**src/rtl/nbc_pkg.sv**
```systemverilog
package nbc_pkg;
  typedef enum logic [1:0] {PH_CMD, PH_ADDR, PH_DATA, PH_ECC} phase_e;
  typedef enum logic [1:0] {ST_IDLE, ST_SETUP, ST_LOW, ST_REC} strobe_e;

  localparam logic [1:0] A_DATA  = 2'd0;
  localparam logic [1:0] A_MODE  = 2'd1;
  localparam logic [1:0] A_WIDTH = 2'd2;
  localparam logic [1:0] A_IRQ   = 2'd3;

  localparam logic [7:0] M_CMD    = 8'h9D;
  localparam logic [7:0] M_ADDR   = 8'h9E;
  localparam logic [7:0] M_DATA   = 8'hBC;
  localparam logic [7:0] M_ECCCLR = 8'h7C;
  localparam logic [7:0] M_ECCRD  = 8'hDC;
endpackage

```
**src/rtl/nbc_regs.sv**
```systemverilog
module nbc_regs
  import nbc_pkg::*;
#(
  parameter int WIDTH_W = 4
) (
  input  logic               clk,
  input  logic               rst_n,
  input  logic               wr_en,
  input  logic [1:0]         addr,
  input  logic [7:0]         wdata,
  input  logic               rb_sync,
  input  logic               irq_pend,
  output phase_e             phase,
  output logic [WIDTH_W-1:0] width_val,
  output logic               irq_en,
  output logic               irq_clr,
  output logic               ecc_clr,
  output logic [7:0]         rdata
);
  phase_e             phase_q, phase_d, phase_sel;
  logic [7:0]         mode_q, mode_d;
  logic [WIDTH_W-1:0] width_q, width_d;
  logic               en_q, en_d;
  logic               eclr_q, eclr_d;
  logic               mode_wr, known;

  // mode decode and register next state
  always_comb begin
    phase_d   = phase_q;
    mode_d    = mode_q;
    width_d   = width_q;
    en_d      = en_q;
    mode_wr   = wr_en && (addr == A_MODE);
    known     = 1'b1;
    phase_sel = phase_q;
    case (wdata)
      M_CMD:    phase_sel = PH_CMD;
      M_ADDR:   phase_sel = PH_ADDR;
      M_DATA:   phase_sel = PH_DATA;
      M_ECCCLR: phase_sel = PH_DATA;
      M_ECCRD:  phase_sel = PH_ECC;
      default:  known     = 1'b0;
    endcase
    if (mode_wr && known) begin
      mode_d  = wdata;
      phase_d = phase_sel;
    end
    eclr_d = mode_wr && (wdata == M_ECCCLR);
    if (wr_en && (addr == A_WIDTH)) width_d = wdata[WIDTH_W-1:0];
    if (wr_en && (addr == A_IRQ))   en_d    = wdata[0];
  end

  always_ff @(posedge clk or negedge rst_n) begin
    if (!rst_n) begin
      phase_q <= PH_DATA;
      mode_q  <= 8'h00;
      width_q <= '0;
      en_q    <= 1'b0;
      eclr_q  <= 1'b0;
    end else begin
      phase_q <= phase_d;
      mode_q  <= mode_d;
      width_q <= width_d;
      en_q    <= en_d;
      eclr_q  <= eclr_d;
    end
  end

  always_comb begin
    case (addr)
      A_MODE:  rdata = mode_q;
      A_WIDTH: rdata = 8'(width_q);
      A_IRQ:   rdata = {irq_pend, rb_sync, 5'b00000, en_q};
      default: rdata = 8'h00;
    endcase
  end

  assign phase     = phase_q;
  assign width_val = width_q;
  assign irq_en    = en_q;
  assign irq_clr   = wr_en && (addr == A_IRQ) && wdata[7];
  assign ecc_clr   = eclr_q;

  // a clear pulse only follows a write of the ECC-clear code
  p_ecc_clr_r6: assert property (@(posedge clk) disable iff (!rst_n)
    ecc_clr |-> (mode_q == M_ECCCLR) && (phase_q == PH_DATA));
  // unknown mode codes leave mode and phase untouched
  p_bad_mode_r8: assert property (@(posedge clk) disable iff (!rst_n)
    (mode_wr && !known) |=> ($stable(mode_q) && $stable(phase_q)));
endmodule

```
**src/rtl/nbc_rb_irq.sv**
```systemverilog
module nbc_rb_irq #(
  parameter int SYNC_STAGES = 2
) (
  input  logic clk,
  input  logic rst_n,
  input  logic rb_in,
  input  logic en,
  input  logic clr,
  output logic rb_sync,
  output logic pend
);
  logic [SYNC_STAGES-1:0] sync_q;
  logic                   prev_q;
  logic                   pend_q, pend_d;
  logic                   set;

  generate
    if (SYNC_STAGES == 1) begin : g_one
      always_ff @(posedge clk or negedge rst_n) begin
        if (!rst_n) sync_q <= '1;
        else        sync_q <= rb_in;
      end
    end else begin : g_chain
      always_ff @(posedge clk or negedge rst_n) begin
        if (!rst_n) sync_q <= '1;
        else        sync_q <= {sync_q[SYNC_STAGES-2:0], rb_in};
      end
    end
  endgenerate

  assign rb_sync = sync_q[SYNC_STAGES-1];
  assign set     = rb_sync && !prev_q && en;

  always_comb begin
    pend_d = pend_q;
    if (clr) pend_d = 1'b0;
    if (set) pend_d = 1'b1;
  end

  always_ff @(posedge clk or negedge rst_n) begin
    if (!rst_n) begin
      prev_q <= 1'b1;
      pend_q <= 1'b0;
    end else begin
      prev_q <= rb_sync;
      pend_q <= pend_d;
    end
  end

  assign pend = pend_q;

  // pending rises only while enabled
  p_irq_en_r10: assert property (@(posedge clk) disable iff (!rst_n)
    $rose(pend_q) |-> $past(en));
  // a clear with no new edge drops pending
  p_irq_clr_r10: assert property (@(posedge clk) disable iff (!rst_n)
    (clr && !set) |=> !pend_q);
endmodule

```
**src/rtl/nbc_strobe.sv**
```systemverilog
module nbc_strobe
  import nbc_pkg::*;
#(
  parameter int WIDTH_W = 4
) (
  input  logic               clk,
  input  logic               rst_n,
  input  logic               start,
  input  logic               start_rd,
  input  logic [7:0]         start_data,
  input  logic [WIDTH_W-1:0] width,
  input  logic [7:0]         din,
  output logic               we_n,
  output logic               re_n,
  output logic               doe,
  output logic [7:0]         dout,
  output logic [7:0]         rdata,
  output logic               idle,
  output logic               done
);
  localparam logic [WIDTH_W-1:0] ONE = WIDTH_W'(1);

  strobe_e            state_q, state_d;
  logic [WIDTH_W-1:0] cnt_q, cnt_d;
  logic               rd_q, rd_d;
  logic [7:0]         dout_q, dout_d;
  logic [7:0]         rdata_q, rdata_d;

  always_comb begin
    state_d = state_q;
    cnt_d   = cnt_q;
    rd_d    = rd_q;
    dout_d  = dout_q;
    rdata_d = rdata_q;
    case (state_q)
      ST_IDLE: if (start) begin
        state_d = ST_SETUP;
        rd_d    = start_rd;
        dout_d  = start_data;
      end
      ST_SETUP: begin
        state_d = ST_LOW;
        cnt_d   = (width == '0) ? ONE : width;
      end
      ST_LOW: begin
        if (cnt_q == ONE) begin
          state_d = ST_REC;
          if (rd_q) rdata_d = din;
        end else begin
          cnt_d = cnt_q - ONE;
        end
      end
      ST_REC:  state_d = ST_IDLE;
      default: state_d = ST_IDLE;
    endcase
  end

  always_ff @(posedge clk or negedge rst_n) begin
    if (!rst_n) begin
      state_q <= ST_IDLE;
      cnt_q   <= '0;
      rd_q    <= 1'b0;
      dout_q  <= 8'h00;
      rdata_q <= 8'h00;
    end else begin
      state_q <= state_d;
      cnt_q   <= cnt_d;
      rd_q    <= rd_d;
      dout_q  <= dout_d;
      rdata_q <= rdata_d;
    end
  end

  assign we_n  = !((state_q == ST_LOW) && !rd_q);
  assign re_n  = !((state_q == ST_LOW) && rd_q);
  assign doe   = (state_q != ST_IDLE) && !rd_q;
  assign dout  = dout_q;
  assign rdata = rdata_q;
  assign idle  = (state_q == ST_IDLE);
  assign done  = (state_q == ST_REC);

  // the two enables are never low together
  p_strobe_excl_r11: assert property (@(posedge clk) disable iff (!rst_n)
    !(!we_n && !re_n));
  // every low pulse is entered from the setup clock
  p_setup_first_r5: assert property (@(posedge clk) disable iff (!rst_n)
    $fell(we_n && re_n) |-> $past(state_q == ST_SETUP));
  // completion is a single clock
  p_done_single_r5: assert property (@(posedge clk) disable iff (!rst_n)
    done |=> !done);
  // write data is driven throughout the low pulse
  p_doe_r2: assert property (@(posedge clk) disable iff (!rst_n)
    !we_n |-> doe);
endmodule

```
**src/rtl/nand_bus_ctrl.sv**
```systemverilog
module nand_bus_ctrl
  import nbc_pkg::*;
#(
  parameter int WIDTH_W     = 4,
  parameter int SYNC_STAGES = 2
) (
  input  logic       clk,
  input  logic       rst_n,
  input  logic       req_valid,
  input  logic       req_write,
  input  logic [1:0] req_addr,
  input  logic [7:0] req_wdata,
  output logic       req_ready,
  output logic [7:0] rsp_rdata,
  output logic       fl_cle,
  output logic       fl_ale,
  output logic       fl_we_n,
  output logic       fl_re_n,
  output logic [7:0] fl_dout,
  output logic       fl_doe,
  input  logic [7:0] fl_din,
  input  logic       fl_rb,
  output logic       ecc_clr,
  output logic       ecc_rd,
  input  logic [7:0] ecc_byte,
  output logic       irq
);
  logic [1:0]         rst_pipe;
  logic               rst_int;
  phase_e             phase;
  logic [WIDTH_W-1:0] width_val;
  logic               irq_en, irq_clr, rb_sync, pend;
  logic               st_idle, st_done;
  logic [7:0]         st_rdata, reg_rdata;
  logic               needs_strobe, ext_go, local_ack, reg_wr;

  // asynchronous assert, synchronous release
  always_ff @(posedge clk or negedge rst_n) begin
    if (!rst_n) rst_pipe <= 2'b00;
    else        rst_pipe <= {rst_pipe[0], 1'b1};
  end
  assign rst_int = rst_pipe[1];

  assign needs_strobe = (req_addr == A_DATA) && (phase != PH_ECC);
  assign ext_go       = req_valid && st_idle && needs_strobe;
  assign local_ack    = req_valid && st_idle && !needs_strobe;
  assign reg_wr       = local_ack && req_write && (req_addr != A_DATA);
  assign ecc_rd       = local_ack && !req_write && (req_addr == A_DATA);
  assign req_ready    = local_ack || st_done;
  assign rsp_rdata    = st_done ? st_rdata
                      : ((req_addr == A_DATA) ? ecc_byte : reg_rdata);
  assign fl_cle       = (phase == PH_CMD);
  assign fl_ale       = (phase == PH_ADDR);
  assign irq          = pend;

  nbc_regs #(.WIDTH_W(WIDTH_W)) u_regs (
    .clk(clk), .rst_n(rst_int), .wr_en(reg_wr), .addr(req_addr),
    .wdata(req_wdata), .rb_sync(rb_sync), .irq_pend(pend), .phase(phase),
    .width_val(width_val), .irq_en(irq_en), .irq_clr(irq_clr),
    .ecc_clr(ecc_clr), .rdata(reg_rdata)
  );

  nbc_strobe #(.WIDTH_W(WIDTH_W)) u_strobe (
    .clk(clk), .rst_n(rst_int), .start(ext_go), .start_rd(!req_write),
    .start_data(req_wdata), .width(width_val), .din(fl_din),
    .we_n(fl_we_n), .re_n(fl_re_n), .doe(fl_doe), .dout(fl_dout),
    .rdata(st_rdata), .idle(st_idle), .done(st_done)
  );

  nbc_rb_irq #(.SYNC_STAGES(SYNC_STAGES)) u_irq (
    .clk(clk), .rst_n(rst_int), .rb_in(fl_rb), .en(irq_en), .clr(irq_clr),
    .rb_sync(rb_sync), .pend(pend)
  );

  // latch enables are exclusive
  p_cle_ale_r11: assert property (@(posedge clk) disable iff (!rst_int)
    !(fl_cle && fl_ale));
  // a same-clock completion never coincides with a strobe
  p_local_nostrobe_r9: assert property (@(posedge clk) disable iff (!rst_int)
    local_ack |-> (fl_we_n && fl_re_n));
  // ECC readout phase keeps the flash quiet
  p_ecc_quiet_r7: assert property (@(posedge clk) disable iff (!rst_int)
    (phase == PH_ECC) |-> (fl_we_n && fl_re_n));
endmodule

```
**config.mk**
```make
export PLATFORM = sky130hd
export DESIGN_NAME = nand_bus_ctrl
export DESIGN_NICKNAME = d
export VERILOG_FILES = /design/src/rtl/nbc_pkg.sv /design/src/rtl/nbc_regs.sv /design/src/rtl/nbc_rb_irq.sv /design/src/rtl/nbc_strobe.sv /design/src/rtl/nand_bus_ctrl.sv
export SDC_FILE = /design/constraint.sdc
export NUM_CORES = 1
export LEC_CHECK = 0
export ABC_AREA = 1
export BUFFER_PORTS_ARGS = -buffer_cell sky130_fd_sc_hd__buf_2
export CORE_MARGIN = 4
export CORE_UTILIZATION = 57
export DETAILED_ROUTE_END_ITERATION = 16
export GPL_ROUTABILITY_DRIVEN = 1
export HOLD_SLACK_MARGIN = 0.08
export PLACE_DENSITY = 0.95
export SETUP_SLACK_MARGIN = 0.05
export SYNTH_ARGS = -nofsm -noshare
export SYNTH_HDL_FRONTEND = slang
export SYNTH_SLANG_ARGS = --single-unit
```
**constraint.sdc**
```tcl
create_clock -name clk -period 4.3 [get_ports clk]
set_clock_uncertainty 0.05 [all_clocks]
set_input_delay 0.43 -clock clk [delete_from_list [all_inputs] [get_ports clk]]
set_output_delay 0.43 -clock clk [all_outputs]
set_load 0.005 [all_outputs]
```
---- Word-level counts from Yosys, hierarchy flattened ----
Cells that the tools add are included.
storage, ports and cells
  register bits after elaboration ......... 45
  input port bits ......................... 31
  output and inout bits ................... 25
operators by class
  add/sub/neg operators ................... 1
  eq/ne operators ......................... 17
  multiplexer cells ....................... 13
  reductions and logical operators ........ 42
operators by type and width
  kind                 count
  $eq 8x8->1 const B   4
  $pmux 8 s3           1
  $logic_and 1x1->1    19
  $mux 8               2
  $pmux 2 s4           2
  $eq 2x2->1 const B   4
  $eq 8x7->1 const B   1
  $mux 4               2
  $pmux 4 s2           1
  $reduce_and 2->1     4
  $reduce_bool 2->1    4
  $eq 2x1->1 const B   3
  $logic_not 1->1      6
  $logic_not 2->1      3
  $reduce_or 5->1      1
  $eq 4x1->1 const B   1
  $logic_not 4->1      1
  $mux 2               2
  $ne 2x1->1 const B   2
  $ne 2x2->1 const B   2
  $reduce_bool 4->1    1
  $sub 4x1->4 const B  1
  $mux 1               3
  $reduce_and 3->1     1
  other kinds (2)      2

---- Logic depth before layout (Yosys ltp) ----
Gate-level depths: netlist of run 1.
  depth after elaboration ................. 10
  depth in mapped cells ................... 10
  depth with buffers taken out ............ 10

---- Cells and area by module ----
Synthesis of run 1 repeated with hierarchy kept, for this count alone.
second synthesis, totals
  cell total of the unflattened synthesis .. 320
  area, all modules ....................... 2533.7 sq um
by module, submodules not included
  module         instances  cells an instance  area each (sq um)
  nbc_strobe     1          120                1167.4
  nbc_regs       1          111                868.3
  nand_bus_ctrl  1          80                 374.1
  nbc_rb_irq     1          9                  123.9

---- Worst setup path before layout of run 1 ----
No wires, ideal clock.
  path kind ............................... flip-flop to output port
  from .................................... register u_strobe.state_q[0]
  to ...................................... output rsp_rdata[3]
  arrival time ............................ 1.225 ns
  slack ................................... 2.595 ns
  stages on the path, launching flop included .. 6
  path buffers ............................ 1
  path through ............................ dfrtp_1 ha_1 inv_1 clkbuf_1 nor2_1 a41oi_1
between the ends
  cells in the longest elaborated chain, start to end .. 2
ends and longest elaborated chain
  item                    RTL line             text
  from (decl)             nbc_strobe.sv:23     strobe_e state_q, state_d;
  from (signal assigned)  nbc_strobe.sv:66     state_q <= state_d;
  $eq 2x2->1              nbc_strobe.sv:80     assign done = (state_q == ST_REC);
  $mux 8                  nand_bus_ctrl.sv:50  assign rsp_rdata = st_done ? st_rdata
  to (decl)               nand_bus_ctrl.sv:14  output logic [7:0] rsp_rdata,
No other way between the ends.

---- Worst setup path after layout of run 1 ----
  from .................................... register u_strobe.state_q[0]
  to ...................................... output fl_we_n
between the ends
  cells in the longest elaborated chain, start to end .. 3
ends and longest elaborated chain
  item               RTL line             text
  $eq 2x2->1         nbc_strobe.sv:74     assign we_n = !((state_q == ST_LOW) && !rd_q);
  $logic_and 1x1->1  nbc_strobe.sv:74
  $logic_not 1->1    nbc_strobe.sv:74
  to (decl)          nand_bus_ctrl.sv:17  output logic fl_we_n,
No other way between the ends.

==> results.txt, run 1 <==
Final-report max-slew violation count: 0
Synth top area share: 44.3%
Worst-Skew Late Latency: 0.30 ns
Logic pwr share: 37.6%
WS Path Type: reg2out
Reg power frac: 41.6%
Clock tree buffer depth: 2
Top cells by area, synth: dfrtp_1, nand2_1, dfstp_2
Sw Ratio: 36.5%
EDFF count, synth: 0
Syn_nets: 315
Drt pass-1 iters: 5
Ys async rst share: 100%
Worst Path Required: 3.82 ns
Post-route cell area: 2740 um2
Dpl hpwl: 4210 um
Unrepaired setup endpoints after global routing: no
Post-Syn Area per Cell: 8.37 um2
Root buffer cell: clkbuf_8
Syn Inst Count: 277
Top-count cell post-synth: nand2_1
Wire per inst: 14.1 um
Fin crit period: 2.32 ns
Layout overhead on the synthesized area: 18.0%
Residual DRC: 0
Routed vias/inst: 5.38
PwrDens: 573 nW/um2
Commonest cells post-synth: nand2_1, dfrtp_1, inv_1, o21ai_0, nor2_1
DRT iter0 DRCs: 172
Synth warn: 0
Leakage: 0.00144 uW
Clock share of power: 20.8%
Largest net degree at the start of global routing: 44
Total GRT Usage: 22.6%
Final nets: 372
Final worst-path cycle share: 53.9%
Final GP Congestion: 0.875
Clock sink count: 45
Num CTS Buffers: 5
Reg-to-reg startpoint: u_strobe.state_q[1]
Net load switching power: 573 uW
# IOs: 56
Max-capacitance violation count: 0
Final hold violations: 0
Rel. slew slack: 50.0%
Post-synth top area cell: dfrtp_1
Die ar.: 5150 um2
Drt total wl: 5390 um
Routed vias: 2,061
Max IR drop VDD: 0.407 mV
Global-route wire length before repair: 9110 um
CP Data Arrival Time: 1.84 ns
Final antenna-violating net count: 0
Dpl cell area: 2610 um2
Synthesized area: 2320 um2
Clk slew on worst S/H paths: 0.08 ns
Layout Utilization: 72.0%
Overall die height: 71.8 um
Port-buffer cells: 55
Ys flop type: dfrtp_1
Initial antenna violation count: 0
Largest fanout on the critical path: 10
Setup crit start kind: flip-flop
Ant. Diodes: 0
Worst Setup End Kind: primary output
Register bit total from synthesis: 45
Vias in the first global route: 2,040
Layout cells sized above 1: 27.8%
Hold path start: fl_rb
Die W: 71.8 um
Post-synthesis sequential area ratio: 48.8%
Final setup viols: 0
Max H-tree Level: 2
FMAX: 432 MHz
TritonCTS clock tree: yes
Starting density of the core: 61.0%
Synth cell types: 36
Grt ovf: 0
Hold WC Path Type: in2reg
Slew @ Worst Pin: 0.747 ns
Core Footprint: 3800 um2
P_int: 997 uW
Beginning of the critical path: u_strobe.state_q[0]
Status: finished, final reports clean
Setup TNS: 0 ns
Row count: 22
cell usage in the layout (no fill, tap or decap), drive strengths merged:
| master | n |
|---|---|
| a21oi | 7 |
| a31oi | 2 |
| a32oi | 1 |
| a41oi | 3 |
| and2 | 1 |
| buf | 56 |
| bufinv | 1 |
| clkbuf | 6 |
| clkinvlp | 1 |
| conb | 1 |
| dfrtp | 41 |
| dfstp | 4 |
| dlygate4sd3 | 1 |
| ha | 7 |
| inv | 32 |
| mux2 | 1 |
| nand2 | 87 |
| nand3 | 11 |
| nand3b | 3 |
| nand4 | 8 |
| nor2 | 21 |
| nor3 | 3 |
| o211ai | 1 |
| o21ai | 32 |
| o221ai | 1 |
| o22ai | 1 |
| or2 | 2 |
final timing paths:
kind | end | slack (ns) | depth (start not counted)
setup / recovery | fl_we_n | 1.98 | 5
hold reg to reg | u_strobe.dout[4] | 0.26 | 1
min in group asynchronous | u_strobe.dout[4] | 0.26 | 1
setup reg to reg | u_regs.mode_q[6] | 2.33 | 10
max in group asynchronous | u_irq.sync_q[1] | 3.56 | 1
hold / removal | u_irq.sync_q[0] | 0.18 | 1
power by group through the flow:
stage / clock [uW] / sequential [uW] / combinational (uW)
2_1_floorplan: 0 / 648 / 379
3_3_place_gp: 0 / 651 / 546
3_5_place_dp: 0 / 658 / 586
4_1_cts: 336 / 651 / 592
5_1_grt: 359 / 670 / 669
6_report: 327 / 653 / 590
flip-flops by register name (all words and copies together), names as in the netlist:
signal / count
u_regs.mode_q: 8
u_strobe.dout: 8
u_strobe.rdata: 8
u_regs.width_val: 4
u_strobe.cnt_q: 4
rst_pipe: 2
u_irq.sync_q: 2
u_regs.phase: 2
u_strobe.state_q: 2
u_irq.pend: 1
u_irq.prev_q: 1
u_regs.ecc_clr: 1
u_regs.irq_en: 1
u_strobe.rd_q: 1
layout make-up:
class / instances / area [um2]
sequential: 45 / 1130
fill: 290 / 1060
multi-input combinational: 193 / 1010
timing repair buffer: 57 / 293
inverter: 32 / 123
clock buffer: 6 / 82.6
tap: 48 / 60.1
clock inverter: 2 / 37.5
routing by layer:
| metal | vias to the layer above | global-route usage (%) | share of wire (%) |
|---|---|---|---|
| met5 | - | 0 | 0 |
| met1 | 966 | 26.7 | 40 |
| li1 | 1012 | - | - |
| met2 | 71 | 39.4 | 52 |
| met3 | 12 | 5.33 | 6.1 |
| met4 | 0 | 8.98 | 2.0 |
repair_timing:
action | CTS | global route
endpoints found under the hold margin | 2 | 0
setup endpoints to repair | 0 | 0
resized for setup | 0 | 0
hold buffers | 1 | 0
buffers inserted | 0 | 0
stage by stage:
stage	std cells	setup slack, ns	hold slack (ns)	power, uW
finish	383	1.98	0.181	1570
floorplan	277	2.60	0.0844	1030
global placement	374	2.19	0.166	1200
detailed placement	374	2.09	0.165	1240
global route	383	1.84	0.158	1700
CTS	383	1.97	0.167	1580
cells by family after synthesis:
group	synth area share (%)
and+or+nand+nor	26.4
other	0.162
AOI/OAI and AO/OA	12.7
buffers and inverters	7.66
DFF	48.8
muxes	0.486
adders and majority gates	3.78
critical path, cell delays in order, from the launching register on:
cell,delay [ns]
dfrtp_1,0.41
inv_1,0.14
ha_1,0.40
inv_1,0.17
or2_2,0.29
buf_2,0.13
(Power assumes the default switching activity.)
==> run 2, diff against run 1 <==
--- a/config.mk
+++ b/config.mk
@@ -8,11 +8,11 @@
 export ABC_AREA = 1
 export BUFFER_PORTS_ARGS = -buffer_cell sky130_fd_sc_hd__buf_2
 export CORE_MARGIN = 4
-export CORE_UTILIZATION = 57
+export CORE_UTILIZATION = 48
 export DETAILED_ROUTE_END_ITERATION = 16
 export GPL_ROUTABILITY_DRIVEN = 1
 export HOLD_SLACK_MARGIN = 0.08
-export PLACE_DENSITY = 0.95
+export PLACE_DENSITY = 0.87
 export SETUP_SLACK_MARGIN = 0.05
 export SYNTH_ARGS = -nofsm -noshare
 export SYNTH_HDL_FRONTEND = slang
==> constraint.sdc (replaced) <==
create_clock -name clk -period 2.1 [get_ports clk]
set_clock_uncertainty 0.05 [all_clocks]
set_input_delay 0.21 -clock clk [delete_from_list [all_inputs] [get_ports clk]]
set_output_delay 0.21 -clock clk [all_outputs]
set_load 0.005 [all_outputs]
==> results.txt, run 2 (synthesis results as in run 1) <==
Status: finished, final reports clean
Die W: 77.5 um
Residual DRC: 0
Clock share of power: 21.1%
Core Footprint: 4690 um2
Setup TNS: 0 ns
Rel. slew slack: 56.5%
DRT iter0 DRCs: 151
Die ar.: 6010 um2
Port-buffer cells: 55
Final setup viols: 0
Clk slew on worst S/H paths: 0.08 ns
Clock sink count: 45
Root buffer cell: clkbuf_8
Post-CTS setup buffer count: 0
Commonest non-fill, non-tap cell in the layout: nand2_1
Dpl hpwl: 4120 um
# IOs: 56
Max IR drop VDD: 0.615 mV
Clock tree buffer depth: 2
FMAX: 509 MHz
Commonest cells after routing, fill and taps aside: nand2_1, buf_2, dfrtp_1
Setup ws final: 0.136 ns
Max H-tree Level: 2
Layout cells sized above 1: 29.0%
Final hold violations: 0
Place WS: 0.210 ns
Worst Setup End Kind: primary output
Reg power frac: 41.5%
Final antenna-violating net count: 0
Drt total wl: 5300 um
Final nets: 375
Layout overhead on the synthesized area: 19.6%
Slew @ Worst Pin: 0.652 ns
PwrDens: 1160 nW/um2
Crit-path cells: inv_1, ha_2, inv_1, or2_2, buf_2
Grt ovf: 0
Layout Utilization: 59.1%
Overall die height: 77.5 um
Largest fanout on the critical path: 10
Routed vias/inst: 5.23
Reg-to-reg startpoint: u_strobe.state_q[0]
FF-to-FF End: u_strobe.rdata[2]
Global-route wire length before repair: 9100 um
Fin crit period: 1.96 ns
Final-layout fill cell count: 404
Worst-Skew Late Latency: 0.30 ns
Total GRT Usage: 18.9%
WS Path Type: reg2out
Wire per inst: 13.5 um
Row count: 25
Routed vias: 2,051
Unrepaired setup endpoints after global routing: yes
Worst Path Required: 1.84 ns
Largest net degree at the start of global routing: 44
Num CTS Buffers: 5
Drt pass-1 iters: 4
Worst R2R Setup Slack: 0.28 ns
Logic pwr share: 37.4%
Hold WS: 0.102 ns
Largest stage delay, worst path: 0.42 ns
Sink of the worst hold path: u_strobe.rdata[2]
Worst hold path depth: 3
Final GP Congestion: 0.850
Hold WC Path Type: in2reg
Initial antenna violation count: 0
Final worst-path cycle share: 93.5%
Beginning of the critical path: u_strobe.state_q[0]
Net load switching power: 1160 uW
Ant. Diodes: 0
Final-report max-slew violation count: 0
P_int: 2050 uW
Starting density of the core: 49.4%
Setup crit start kind: flip-flop
CP Data Arrival Time: 1.70 ns
Sw Ratio: 36.1%
Vias in the first global route: 1,955
Max-capacitance violation count: 0
Worst Reg-to-Reg Cells: 6
TritonCTS clock tree: yes
Slowest cell on crit path: dfrtp_1
Worst path most repeated cell: inv_1
Leakage: 0.00145 uW
Hold path start: fl_din[2]
## run 2: cell count changes in the layout (fill, tap and decap cells not counted)
cell / before / now
buf_4: 1 / 3
clkbuf_1: 0 / 1
clkinvlp_4: 1 / 0
dlygate4sd3_1: 1 / 2
ha_1: 7 / 5
ha_2: 0 / 2
inv_1: 28 / 27
inv_2: 3 / 4
nand2_1: 84 / 83
nand2_2: 3 / 4
## run 2: critical path, delay by kind of cell (launching register included)
| family | cells | cell delay (ns) |
|---|---|---|
| DFF | 1 | 0.42 |
| adders and majority gates | 1 | 0.31 |
| and+or+nand+nor | 1 | 0.28 |
| buffers and inverters | 3 | 0.40 |
## run 2: worst max path at each step
stage,slack [ns],cells after the start,end
floorplan,0.51,9,u_strobe.rdata[5]
global placement,0.32,6,u_strobe.rdata[1]
detailed placement,0.21,6,u_strobe.rdata[2]
CTS,0.07,5,rsp_rdata[6]
global route,0.04,5,fl_we_n
finish,0.14,5,fl_we_n
## run 2: final cells by class
type,instances,area (um2),share of cell area (%)
Sequential cell,45,1130,40.8
Multi-Input combinational cell,193,1020,36.7
Timing Repair Buffer,60,318,11.5
Inverter,32,123,4.42
Clock buffer,7,86.3,3.11
Tap cell,54,67.6,2.44
Clock inverter,1,30.0,1.08
## run 2: stage by stage
step / power (uW) / instances / cell area, um2
2_1_floorplan: 2100 / 277 / 2320
3_3_place_gp: 2470 / 382 / 2630
3_5_place_dp: 2540 / 382 / 2630
4_1_cts: 3220 / 392 / 2770
5_1_grt: 3470 / 392 / 2770
6_report: 3210 / 392 / 2770
## run 2: what timing repair did
item	4_1_cts	5_1_grt
gates resized for setup	1	3
gates cloned	0	0
setup endpoints to repair	1	12
endpoints found under the hold margin	3	0
hold buffers	2	0
## run 2: routing by layer
layer / track usage, % / share of wire (%)
met2: 31.3 / 49
met3: 3.94 / 5.7
met1: 24.6 / 44
met5: 0 / 0
met4: 6.05 / 1.7
## run 2: power groups by stage
| stage | Clock, uW | Combinational [uW] | Sequential [uW] |
|---|---|---|---|
| after CTS | 683 | 1210 | 1330 |
| after global routing | 722 | 1370 | 1370 |
| after detailed placement | 0 | 1190 | 1350 |
| final | 678 | 1200 | 1330 |
| after floorplan | 0 | 775 | 1330 |
| after global placement | 0 | 1140 | 1330 |
